File: config.mk
export PLATFORM = sky130hd
export DESIGN_NAME = spi_flash_txn_monitor
export DESIGN_NICKNAME = d
export VERILOG_FILES = /design/src/rtl/sfm_pkg.sv /design/src/rtl/sfm_cmd_decode.sv /design/src/rtl/sfm_wren_tracker.sv /design/src/rtl/spi_flash_txn_monitor.sv
export SDC_FILE = /design/constraint.sdc
export NUM_CORES = 1
export LEC_CHECK = 0
export ABC_AREA = 1
export BUFFER_PORTS_ARGS = -buffer_cell sky130_fd_sc_hd__buf_2
export CORE_MARGIN = 4
export CORE_UTILIZATION = 50
export CTS_BUF_LIST = sky130_fd_sc_hd__clkbuf_8
export DETAILED_ROUTE_END_ITERATION = 10
export GPL_TIMING_DRIVEN = 0
export PLACE_DENSITY = 0.71
export SLEW_MARGIN = 25
export SYNTH_ARGS = -nofsm -noshare
export SYNTH_HDL_FRONTEND = slang
export SYNTH_SLANG_ARGS = --single-unit
File: constraint.sdc
create_clock -name clk -period 6 [get_ports clk]
set_input_delay 0.9 -clock clk [delete_from_list [all_inputs] [get_ports clk]]
set_output_delay 0.9 -clock clk [all_outputs]
set_load 0.02 [all_outputs]
File: src/rtl/sfm_pkg.sv
package sfm_pkg;

    typedef enum logic [2:0] {
        CL_UNKNOWN = 3'd0,
        CL_CTRL    = 3'd1,
        CL_READ    = 3'd2,
        CL_PROG    = 3'd3,
        CL_SECT    = 3'd4,
        CL_CHIP    = 3'd5,
        CL_RDID    = 3'd6
    } sfm_class_e;

    typedef enum logic [1:0] {
        PH_OPC  = 2'd0,
        PH_ADDR = 2'd1,
        PH_DATA = 2'd2,
        PH_DONE = 2'd3
    } sfm_phase_e;

    localparam int ERR_UNK  = 0;
    localparam int ERR_LEN  = 1;
    localparam int ERR_ALGN = 2;
    localparam int ERR_OVF  = 3;
    localparam int ERR_WREN = 4;
    localparam int ERR_W    = 5;

    localparam logic [7:0] OP_WREN = 8'h06;
    localparam logic [7:0] OP_WRDI = 8'h04;

endpackage

File: src/rtl/sfm_cmd_decode.sv
module sfm_cmd_decode
    import sfm_pkg::*;
(
    input  logic [7:0] opcode,
    output sfm_class_e cls,
    output logic       has_addr
);

    always_comb begin
        unique case (opcode)
            8'h06, 8'h04, 8'hB9: cls = CL_CTRL;
            8'h03:               cls = CL_READ;
            8'h02:               cls = CL_PROG;
            8'h20:               cls = CL_SECT;
            8'h60, 8'hC7:        cls = CL_CHIP;
            8'h9F:               cls = CL_RDID;
            default:             cls = CL_UNKNOWN;
        endcase
        has_addr = (cls == CL_READ) || (cls == CL_PROG) || (cls == CL_SECT);
    end

endmodule

File: src/rtl/sfm_wren_tracker.sv
module sfm_wren_tracker
    import sfm_pkg::*;
(
    input  logic       clk,
    input  logic       rst_n,
    input  logic       upd,
    input  logic [7:0] opcode,
    input  sfm_class_e cls,
    output logic       wren
);

    logic wren_d, wren_q;

    always_comb begin
        wren_d = wren_q;
        if (upd) begin
            if (opcode == OP_WREN) begin
                wren_d = 1'b1;
            end else if (opcode == OP_WRDI) begin
                wren_d = 1'b0;
            end else if (cls == CL_PROG || cls == CL_SECT || cls == CL_CHIP) begin
                wren_d = 1'b0;
            end
        end
    end

    always_ff @(posedge clk) begin
        if (!rst_n) wren_q <= 1'b0;
        else        wren_q <= wren_d;
    end

    assign wren = wren_q;

endmodule

File: src/rtl/spi_flash_txn_monitor.sv
module spi_flash_txn_monitor
    import sfm_pkg::*;
#(
    parameter int CNT_W        = 12,
    parameter int PAGE_BYTES   = 256,
    parameter int SECTOR_BYTES = 4096,
    parameter int ADDR_BYTES   = 3,
    parameter int ID_BYTES     = 3
) (
    input  logic             clk,
    input  logic             rst_n,
    input  logic             cs_start,
    input  logic             cs_end,
    input  logic             byte_vld,
    input  logic [7:0]       mosi_byte,
    input  logic [7:0]       miso_byte,
    output logic             rec_vld,
    output logic [7:0]       rec_opcode,
    output logic [2:0]       rec_class,
    output logic [23:0]      rec_addr,
    output logic [CNT_W-1:0] rec_count,
    output logic [7:0]       rec_devid,
    output logic [4:0]       rec_err
);

    localparam int               ADDR_W   = 8 * ADDR_BYTES;
    localparam int               ABYTE_W  = $clog2(ADDR_BYTES + 1);
    localparam int               SECT_LSB = $clog2(SECTOR_BYTES);
    localparam logic [CNT_W-1:0] CNT_MAX  = {CNT_W{1'b1}};
    localparam logic [CNT_W-1:0] PAGE_LIM = CNT_W'(PAGE_BYTES);
    localparam logic [CNT_W-1:0] ID_LAST  = CNT_W'(ID_BYTES - 1);
    localparam logic [CNT_W-1:0] ID_LIM   = CNT_W'(ID_BYTES);
    localparam logic [ABYTE_W-1:0] ADDR_FULL = ABYTE_W'(ADDR_BYTES);

    typedef struct packed {
        logic               active;
        logic               got_op;
        sfm_phase_e         phase;
        logic [7:0]         opcode;
        sfm_class_e         cls;
        logic [ADDR_W-1:0]  addr;
        logic [ABYTE_W-1:0] abytes;
        logic [CNT_W-1:0]   count;
        logic [7:0]         devid;
        logic               unk;
        logic               ovf;
        logic               rec_vld;
        logic [7:0]         rec_op;
        sfm_class_e         rec_cls;
        logic [ADDR_W-1:0]  rec_addr;
        logic [CNT_W-1:0]   rec_cnt;
        logic [7:0]         rec_devid;
        logic [ERR_W-1:0]   rec_err;
    } st_t;

    st_t        st_d, st_q;
    sfm_class_e dec_cls;
    logic       dec_addr;
    logic [7:0] dec_op;
    logic       wren;
    logic       emit;
    logic       len_err;
    logic       misal;
    logic       no_wren;

    assign dec_op = (st_q.phase == PH_OPC) ? mosi_byte : st_q.opcode;

    sfm_cmd_decode dec_i (
        .opcode   (dec_op),
        .cls      (dec_cls),
        .has_addr (dec_addr)
    );

    sfm_wren_tracker wren_i (
        .clk    (clk),
        .rst_n  (rst_n),
        .upd    (emit),
        .opcode (st_d.opcode),
        .cls    (st_d.cls),
        .wren   (wren)
    );

    always_comb begin
        st_d         = st_q;
        st_d.rec_vld = 1'b0;
        emit         = 1'b0;
        len_err      = 1'b0;
        misal        = 1'b0;
        no_wren      = 1'b0;

        // byte phase sequencing
        if (st_q.active && byte_vld) begin
            unique case (st_q.phase)
                PH_OPC: begin
                    st_d.opcode = mosi_byte;
                    st_d.cls    = dec_cls;
                    st_d.got_op = 1'b1;
                    if (dec_cls == CL_UNKNOWN) begin
                        st_d.unk   = 1'b1;
                        st_d.phase = PH_DONE;
                    end else if (dec_addr) begin
                        st_d.phase = PH_ADDR;
                    end else if (dec_cls == CL_RDID) begin
                        st_d.phase = PH_DATA;
                    end else begin
                        st_d.phase = PH_DONE;
                    end
                end
                PH_ADDR: begin
                    st_d.addr   = {st_q.addr[ADDR_W-9:0], mosi_byte};
                    st_d.abytes = st_q.abytes + 1'b1;
                    if (st_q.abytes == ADDR_FULL - 1'b1) begin
                        st_d.phase = (st_q.cls == CL_SECT) ? PH_DONE : PH_DATA;
                    end
                end
                PH_DATA: begin
                    if (st_q.count != CNT_MAX) st_d.count = st_q.count + 1'b1;
                    if (st_q.cls == CL_PROG && st_q.count >= PAGE_LIM) st_d.ovf = 1'b1;
                    if (st_q.cls == CL_RDID && st_q.count == ID_LAST) begin
                        st_d.devid = miso_byte;
                        st_d.phase = PH_DONE;
                    end
                end
                default: ;
            endcase
        end

        // close the transaction and build the record
        if (st_q.active && cs_end) begin
            st_d.active = 1'b0;
            if (st_d.got_op) begin
                emit = 1'b1;
                unique case (st_d.cls)
                    CL_READ, CL_PROG: len_err = (st_d.abytes != ADDR_FULL) || (st_d.count == '0);
                    CL_SECT:          len_err = (st_d.abytes != ADDR_FULL);
                    CL_RDID:          len_err = (st_d.count < ID_LIM);
                    default:          len_err = 1'b0;
                endcase
                misal   = (st_d.cls == CL_SECT) && (st_d.abytes == ADDR_FULL) &&
                          (st_d.addr[SECT_LSB-1:0] != '0);
                no_wren = (st_d.cls == CL_PROG || st_d.cls == CL_SECT || st_d.cls == CL_CHIP) && !wren;
                st_d.rec_vld   = 1'b1;
                st_d.rec_op    = st_d.opcode;
                st_d.rec_cls   = st_d.cls;
                st_d.rec_addr  = st_d.addr;
                st_d.rec_cnt   = st_d.count;
                st_d.rec_devid = st_d.devid;
                st_d.rec_err   = '0;
                st_d.rec_err[ERR_UNK]  = st_d.unk;
                st_d.rec_err[ERR_LEN]  = len_err;
                st_d.rec_err[ERR_ALGN] = misal;
                st_d.rec_err[ERR_OVF]  = st_d.ovf;
                st_d.rec_err[ERR_WREN] = no_wren;
            end
        end

        // open a new transaction
        if (cs_start) begin
            st_d.active = 1'b1;
            st_d.got_op = 1'b0;
            st_d.phase  = PH_OPC;
            st_d.opcode = '0;
            st_d.cls    = CL_UNKNOWN;
            st_d.addr   = '0;
            st_d.abytes = '0;
            st_d.count  = '0;
            st_d.devid  = '0;
            st_d.unk    = 1'b0;
            st_d.ovf    = 1'b0;
        end
    end

    always_ff @(posedge clk) begin
        if (!rst_n) st_q <= '0;
        else        st_q <= st_d;
    end

    assign rec_vld    = st_q.rec_vld;
    assign rec_opcode = st_q.rec_op;
    assign rec_class  = st_q.rec_cls;
    assign rec_addr   = st_q.rec_addr[23:0];
    assign rec_count  = st_q.rec_cnt;
    assign rec_devid  = st_q.rec_devid;
    assign rec_err    = st_q.rec_err;

endmodule

# --- Word level (Yosys, flattened, before mapping) ---
# Index checks and enable logic that the tools add are counted.
word_totals:
  register_bits: 125
  latchBits: 0
  ramBits: 0
  rom_bits: 0
  inputBits: 21
  output_inout_bits: 61
  wordCells: 118
  n_memories: 0
classes:
  addsub: 2
  multipliers: 0
  div: 0
  n_lt_le_gt_ge: 2
  eq_ne: 35
  shift: 0
  mux: 29
  bitwise: 1
  reduce_logical: 30
ops:
  columns: ["operator", "n"]
  rows:
  - ["63-bit 2-to-1 mux", 1]
  - ["62-bit 2-to-1 mux", 1]
  - ["61-bit 2-to-1 mux", 1]
  - ["8-bit by 3-bit equality test with 1-bit output, second input constant", 4]
  - ["3-bit equality test, second input constant", 9]
  - ["26-bit 2-to-1 mux", 1]
  - ["8-bit equality test, second input constant", 3]
  - ["20-bit 2-to-1 mux", 1]
  - ["3-bit by 2-bit equality test with 1-bit output, second input constant", 6]
  - ["3-bit case mux with 6 select lines", 1]
  - ["8-bit by 2-bit equality test with 1-bit output, second input constant", 2]
  - ["8-bit 2-to-1 mux", 2]
  - ["1-bit 2-to-1 mux", 13]
  - ["12-bit by 1-bit adder with 12-bit output, second input constant", 1]
  - ["12-bit by 2-bit equality test with 1-bit output, second input constant", 1]
  - ["12-bit by 9-bit >= comparator with 1-bit output, second input constant", 1]
  - ["12-bit logical NOT", 1]
  - ["12-bit by 2-bit < comparator with 1-bit output, second input constant", 1]
  - ["12-bit 2-to-1 mux", 1]
  - ["12-bit inequality test, second input constant", 1]
  - ["12-bit nonzero test", 1]
  - ["11-bit 2-to-1 mux", 1]
  - ["8-bit by 6-bit equality test with 1-bit output, second input constant", 1]
  - ["8-bit by 7-bit equality test with 1-bit output, second input constant", 1]
  - ["19 further kinds", 43]

# --- Longest topological paths before layout ---
# Gate-level depths: netlist of the first run.
depth:
  ltp_word: 19
  ltp_mapped: 20
  depth_no_buf: 19

# --- By module ---
# A second synthesis of the first run with hierarchy kept.
unflattened:
  hier_cells: 819
  hier_area_um2: 6030.8
modules_own_cells:
  columns: ["mod", "instances", "cells_per_inst", "area_per_inst_um2", "seq_area_each_um2"]
  rows:
  - ["spi_flash_txn_monitor", 1, 755, 5741.8, 2482.4]
  - ["sfm_cmd_decode", 1, 46, 197.7, 0.0]
  - ["sfm_wren_tracker", 1, 18, 91.3, 20.0]

# --- Worst setup path before layout of the first run ---
# OpenSTA, ideal clock, no wires.
synth_path:
  kind: "input port to flip-flop"
  from: "input port byte_vld"
  to: "register st_q (netlist bit rec_err[2])"
  setup_time_ps: 113
  arrival_ps: 2053
  t_required_ps: 5887
  path_slack_ps: 3833
  cell_stages: 9
  path_buffers: 1
  cell_sequence: "nand2_2 > nor2_2 > buf_2 > or2_2 > o21a_1 > nor4_1 > nand4_1 > nand3_1 > nand2_1"
synth_between:
  elab_chain_len: 5
  elab_cells_between_ends: 8
  cone_classes: "eq/ne (2); mux (1); reduce/logical (5)"
synth_lines:
  columns: ["item", "line", "source"]
  rows:
  - ["from (decl)", "spi_flash_txn_monitor.sv:14", "input logic byte_vld,"]
  - ["1-bit logical AND *", "spi_flash_txn_monitor.sv:92", "if (st_q.active && byte_vld) begin"]
  - ["62-bit 2-to-1 mux *", "spi_flash_txn_monitor.sv:92", null]
  - ["3-bit equality test or 2-bit equality test (tied branches)", "spi_flash_txn_monitor.sv:139", "misal = (st_d.cls == CL_SECT) && (st_d.abytes == ADDR_FULL) &&"]
  - ["1-bit logical AND (2 in a row)", "spi_flash_txn_monitor.sv:139", null]
  - ["to (signal assigned)", "spi_flash_txn_monitor.sv:175", "else st_q <= st_d;"]
  - ["to (decl)", "spi_flash_txn_monitor.sv:56", "st_t st_d, st_q;"]
# Mark *: on every way between the ends. The rest lies on a longest branch, timed or not.
# A chain may end at the register's enable or synchronous reset.

# --- Final worst setup path of the first run ---
layout_path:
  from: "register st_q[120] in the netlist's numbering"
  to: "register st_q (netlist bit rec_count[8])"
layout_between:
  elab_chain_len: 4
  elab_cells_between_ends: 6
  cone_classes: "eq/ne (1); mux (3); reduce/logical (2)"
layout_lines:
  columns: ["item", "line", "source"]
  rows:
  - ["2-bit logical NOT", "spi_flash_txn_monitor.sv:93", "unique case (st_q.phase)"]
  - ["1-bit 2-to-1 mux", "spi_flash_txn_monitor.sv:93", null]
  - ["62-bit 2-to-1 mux *", "spi_flash_txn_monitor.sv:92", null]
  - ["2-bit AND reduction (no line)", null, null]
# Marks and branches as above.

==> flow_summary.ini, run 1 <==
[sta]
setup_slack_ns = 3.52
maxSlewHeadroom_pct = 52.7
min_period_over_period_pct = 41.4
slew_viol_final = 0
hold_viol = 0
grt_setup_unrepaired = false
period_minus_slack_ns = 2.48
setup_viol = 0
fin_skew_ns = 0.0101
max_freq_mhz = 403
tns_ns = 0
max_slew.worst_pin.slew_ns = 0.709

[status]
outcome = completed

[global_routing]
grtUsageTotal_pct = 22.1
grt_overflow = 0
antenna_found_initial = 0
grt_pass1_wl_um = 24600
first_global_vias = 4860
grt_max_degree = 17

[synthesis]
synthAdderAreaFrac_pct = 1.65
synth_area_leaders = dfxtp_1 41%, nand2_1 8.7%, buf_4 7.5%
synth_seq_area_share_pct = 41.2
synth_compound_gate_area_share_pct = 12.8
netlist_top_cells_count = 140 x nand2_1, 125 x dfxtp_1, 113 x nor2_1, 80 x inv_1, 61 x buf_4
synth_top_area_share_pct = 41.2
netlist_area_um2 = 6070
synthSimpleGateAreaFrac_pct = 25.8
syn_nets = 840
yosysMostFrequentCell = nand2_1
async_flop_share_pct = 0
ys_warn_count = 0
synthXorXnorAreaFrac_pct = 0.289
synth_ff_type = dfxtp_1
synth-seq-cells = 125
synthCells = 811
ys_types = 42
muxShareOfSynthArea_pct = 2.14
synth.largest_area_cell = dfxtp_1
synth_top_family_by_area = simple AND/OR/NAND/NOR gates
synth_edf_count = 0
avgSynthCellArea_um2 = 7.48

[finish]
area_growth_pct = 16.0
multi_input_area_um2 = 2590
regArea_um2 = 2500
drive_above_1_share_pct = 26.3
antenna_cells = 0
utilization_pct = 60.3
fin_nets = 939
nFillCells = 1083

[drt]
wl_per_cell_um = 14.2
via_per_inst = 4.93
vias = 5260
ant_nets = 0
route.detailed.drc = 0
wl_um = 15200
drt_iter0_drc = 390
firstDrtPassIters = 5

[clock_tree]
clock_tree.root_cell = clkbuf_8
postCtsSetupRepairBufs = 0
post_cts_resize_count = 0
clk_transition_reported_paths_ns = 0.07
h-tree-depth = 4
cts-hold-fix-buffers = 0
cts_sinks = 125
numCtsBuffers = 17
clockBufferDepth = 2
cts_tree = yes
insertion_delay_ns = 0.45

[floorplanning]
die_h_um = 118
fp-row-count = 39
start_util_pct = 52.0
ios = 82
die_area_um2 = 14000
dieWidth_um = 118
core_area_um2 = 11700

[setup_path]
criticalPathCategory = reg -> reg
arrival_ns = 2.83
end_kind = flop
critPathRequiredTime_ns = 6.34
start_kind = flop
worst-path-max-fanout = 10

[power_and_ir_drop]
pwr-share-seq_pct = 50.0
p_switching_w = 0.000445
p_int_w = 0.00125
clock_power_share_pct = 42.0
p_per_area_nw_per_um2 = 241
swShare_pct = 26.3
power_frac_comb_pct = 8.0
power.leakage_nw = 3.48
vdd_drop_max_mv = 0.183

[place]
gp_congestion = 0.958
numPortBuffers = 80
dp_slack_ns = 3.20
hpwl_um = 11400

[job]
maxCapViolCount = 0

[worst_hold_path]
min_path_type = reg -> reg
[sequential cells by signal, summed over array words and instances, names as in the netlist]
register / count
rec_addr: 24
rec_class: 3
rec_count: 12
rec_devid: 8
rec_err: 5
rec_opcode: 8
rec_vld: 1
st_q: 63
wren_i.wren: 1
[metal layers]
layer | wire length, µm | track usage [%] | part of all wire, %
met5 | 0 | 0 | 0
met4 | 281 | 8.50 | 1.9
met3 | 1090 | 6.30 | 7.2
met2 | 6570 | 33.4 | 43
met1 | 7240 | 30.1 | 48
[path summary, 6_finish.rpt]
kind | startpoint | slack (ns) | cells after the start | endpoint
max | st_q[120] | 3.52 | 12 | rec_count[8]
min | rec_err[2] | 0.47 | 2 | rec_err[2]
max reg2reg | st_q[120] | 3.52 | 12 | rec_count[8]
min reg2reg | rec_err[2] | 0.47 | 2 | rec_err[2]
[cell type report]
type,count,area share (%)
Clock inverter,12,1.64
Sequential cell,125,35.6
Inverter,95,5.17
Clock buffer,20,3.91
Tap cell,143,2.54
Multi-Input combinational cell,499,36.8
Buffer,92,8.68
Timing Repair Buffer,80,5.69
[worst max-delay path: stages (launching register included)]
cell      delay (ns)
dfxtp_1         0.34
inv_1           0.09
ha_1            0.31
inv_2           0.10
nor2_4          0.26
or2_1           0.16
inv_2           0.06
nor2_8          0.20
buf_2           0.28
buf_2           0.33
nand2_1         0.09
o211ai_1        0.11
inv_2           0.04
[logic make-up (layout without fill, tap and decap cells)]
logic type / Yosys count / after routing
adder cells (fa/ha/maj): 8 / 8
XOR/XNOR: 2 / 2
AND/OR/NAND/NOR: 345 / 345
multiplexers: 13 / 13
AO/OA/AOI/OAI: 131 / 131
flip-flops: 125 / 125
buffers and inverters: 187 / 299
[cells in the final DEF (no fill, tap or decap), types with 8 or more instances in the layout]
| cell | count |
|---|---|
| inv_1 | 81 |
| mux2i_1 | 13 |
| nand2_4 | 9 |
| buf_4 | 61 |
| dfxtp_1 | 125 |
| a21oi_1 | 33 |
| clkbuf_8 | 20 |
| clkbuf_1 | 16 |
| a211oi_1 | 17 |
| buf_2 | 91 |
| nand3_1 | 27 |
| nand2_2 | 11 |
| nor3_1 | 8 |
| o21ai_0 | 44 |
| inv_2 | 11 |
| or2_2 | 8 |
| o211ai_1 | 15 |
| nand2_1 | 140 |
| nor2_1 | 113 |
| ha_1 | 8 |
| nand4_1 | 12 |
[power groups by stage]
stage / combinational, W / clock [W] / sequential (W)
6_report: 0.000136 / 0.000711 / 0.000847
2_1_floorplan: 0.0000952 / 0 / 0.000865
3_5_place_dp: 0.000135 / 0 / 0.000866
4_1_cts: 0.000136 / 0.000724 / 0.000847
3_3_place_gp: 0.000135 / 0 / 0.000866
5_1_grt: 0.000150 / 0.000766 / 0.000849
[through the flow]
step | instance area, µm² | power [W] | instances | hold slack, ns
finish | 7040 | 0.00169 | 1066 | 0.474
global route | 7040 | 0.00176 | 1066 | 0.510
CTS | 7040 | 0.00171 | 1066 | 0.476
detailed placement | 6650 | 0.00100 | 1034 | 0.465
global placement | 6650 | 0.00100 | 1034 | 0.451
floorplan | 6070 | 0.000960 | 811 | 0.437
Note: power is estimated with default switching activity, not from simulation.
==> run 2: changes to the inputs <==
--- a/config.mk
+++ b/config.mk
@@ -5,7 +5,7 @@
 export SDC_FILE = /design/constraint.sdc
 export NUM_CORES = 1
 export LEC_CHECK = 0
-export ABC_AREA = 1
+export ABC_AREA = 0
 export BUFFER_PORTS_ARGS = -buffer_cell sky130_fd_sc_hd__buf_2
 export CORE_MARGIN = 4
 export CORE_UTILIZATION = 50
==> constraint.sdc (replaced) <==
create_clock -name clk -period 2.3 [get_ports clk]
set_input_delay 0.345 -clock clk [delete_from_list [all_inputs] [get_ports clk]]
set_output_delay 0.345 -clock clk [all_outputs]
set_load 0.02 [all_outputs]
==> run 2 against run 1 <==
Net effect: via count decreased by 6.0%; non-clock buffer count grew 22; register-to-register slack worse by 3.8 ns; critical path depth down 2; the flow now finishes with violations (setup timing); highest routed layer unchanged; hold slack worse by 0.31 ns; critical endpoint is now rec_err[1]; synthesized cell count decreased by 20%; setup slack worse by 3.8 ns.
==> flow_summary.ini, run 2 <==
[synthesis]
async_flop_share_pct = 0
synth_edf_count = 0
netlist_top_cells_count = 143 x nor2_1, 125 x dfxtp_1, 61 x buf_4, 50 x a211oi_1, 47 x mux2i_1
synthCells = 648
synth.largest_area_cell = dfxtp_1
ys_warn_count = 0
synth_top_area_share_pct = 44.0
syn_nets = 677
synth_ff_type = dfxtp_1
ys_types = 66
yosysMostFrequentCell = nor2_1
synth_seq_area_share_pct = 44.0
avgSynthCellArea_um2 = 8.77
synth-seq-cells = 125
netlist_area_um2 = 5680
synth_area_leaders = dfxtp_1 44%, nor2_1 9.4%, mux2i_1 8.3%

[sta]
maxSlewHeadroom_pct = 54.4
hold_viol = 0
setup_slack_ns = -0.236
max_freq_mhz = 394
grt_setup_unrepaired = true
slew_viol_final = 0
min_period_over_period_pct = 110
max_slew.worst_pin.slew_ns = 0.684
period_minus_slack_ns = 2.54
fin_skew_ns = 0.00962
setup_viol = 7
whs_ns = 0.163

[global_routing]
grt_max_degree = 17
first_global_vias = 4691
grt_overflow = 0
grtUsageTotal_pct = 22.7
grt_pass1_wl_um = 23500
antenna_found_initial = 0

[clock_tree]
cts-hold-fix-buffers = 0
cts_tree = yes
h-tree-depth = 4
insertion_delay_ns = 0.45
clockBufferDepth = 2
cts_sinks = 125
clock_tree.root_cell = clkbuf_8
numCtsBuffers = 17
clk_transition_reported_paths_ns = 0.07

[drt]
met2_wirelength_um = 6670
wl_per_cell_um = 16.0
top_layer = met4
firstDrtPassIters = 5
wl_um = 14700
vias = 4945
route.detailed.drc = 0
via_per_inst = 5.40
ant_nets = 0
drt_iter0_drc = 368
drt-met1-wl_um = 6860
dr_wl_met3_um = 900

[power_and_ir_drop]
vdd_drop_max_mv = 0.397
power.leakage_nw = 3.03
p_per_area_nw_per_um2 = 669

[finish]
antenna_cells = 0
layout.cells.non_filler = 916
final_cell_mix = 137 x nor2_1, 122 x dfxtp_1, 89 x buf_2
fin_nets = 792
largest_reg_flops = 63
postLayoutCellArea_um2 = 7080
final_common_cell = nor2_1
area_growth_pct = 24.5
largest-register = st_q
drive_above_1_share_pct = 33.2

[setup_path]
crit_family = compound AO/OA/AOI/OAI gates
crit_buf_inv = 3
cpMaxStageDelayCell = or4b_4
end_kind = flop
critPathRequiredTime_ns = 2.64
worstPathCellList = inv_2 > ha_4 > or4b_4 > a222oi_1 > buf_4 > nand2_2 > o211ai_1 > buf_4 > a211oi_1 > a211o_1
worst-path-max-fanout = 4
crit_path_max_incr_delay_ns = 0.52
arrival_ns = 2.87
criticalPathCategory = reg -> reg
path_common_cell = buf_4
start_kind = flop

[floorplanning]
fp-row-count = 38
core_area_um2 = 11000
dieWidth_um = 115
die_area_um2 = 13100
ios = 82
start_util_pct = 51.8
die_h_um = 115

[place]
dp_cells = 868
dp_slack_ns = -0.848
hpwl_um = 10600
numPortBuffers = 80
gp_congestion = 0.920
placed_area_um2 = 6330

[status]
outcome = complete, but fails checks
violations = setup timing

[job]
maxCapViolCount = 0

[worst_hold_path]
min_path_type = in -> reg
==> run 2: stage by stage <==
stage	util [%]	total power, W	TNS (ns)
4_1_cts	63.1	0.00475	-1.08
6_report	64.4	0.00473	-1.40
3_3_place_gp	57.6	0.00254	-32.79
2_1_floorplan	-	0.00244	-0.0934
3_5_place_dp	57.6	0.00255	-36.52
5_1_grt	64.4	0.00488	-2.06
==> run 2: timing repair <==
item | 4_1_cts | 5_1_grt
setup endpoints to repair | 79 | 40
pin swaps | 12 | 9
endpoints found under the hold margin | 0 | 0
resized for setup | 27 | 27
cloned | 1 | 0
setup buffers | 9 | 7
==> run 2: layout make-up <==
cell class	count	area [µm²]
multi-input cells	411	2700
clock inverters	14	215
clock buffers	18	248
repair buffers	97	542
flip-flops and latches	125	2510
well taps	140	175
plain buffers	97	637
inverters	14	52.6
fillers	926	3910
==> run 2: path summary, 6_finish.rpt <==
path	slack [ns]	from	endpoint	depth (start not counted)
max	-0.24	st_q[120]	rec_err[1]	10
min	0.16	miso_byte[7]	st_q[70]	3
max reg2reg	-0.24	st_q[120]	rec_err[1]	10
min reg2reg	0.46	rec_class[1]	rec_class[1]	2
==> run 2: kinds of logic (layout without fill, tap and decap cells) <==
logic type / count (synthesis) / count (layout) / synth area share, %
simple gates: 242 / 242 / 19.7
flops: 125 / 125 / 44.0
buf+inv: 112 / 240 / 11.6
compound gates: 109 / 109 / 13.8
mux: 48 / 48 / 8.47
fa+ha+maj: 8 / 8 / 1.76
xor+xnor: 4 / 4 / 0.616
==> run 2: power by group <==
part	switching [W]	leakage (nW)	total [W]	internal, W
registers	0.0000145	1.01	0.00220	0.00219
clock network	0.000894	0.217	0.00221	0.00132
logic	0.000196	1.81	0.000320	0.000123
total	0.00110	3.03	0.00473	0.00363
==> run 2: per-layer routing <==
| metal | vias up | GRT usage, % |
|---|---|---|
| met1 | 2326 | 30.5 |
| met5 | - | 0 |
| li1 | 2447 | - |
| met3 | 19 | 5.39 |
| met2 | 153 | 35.1 |
| met4 | 0 | 8.79 |
==> run 2: worst reg2reg max path: stages, from the launching register on <==
cell and delay (ns):
dfxtp_2 0.34, inv_2 0.05, ha_4 0.17, or4b_4 0.52, a222oi_1 0.49, buf_4 0.20
nand2_2 0.04, o211ai_1 0.09, buf_4 0.19, a211oi_1 0.08, a211o_1 0.26
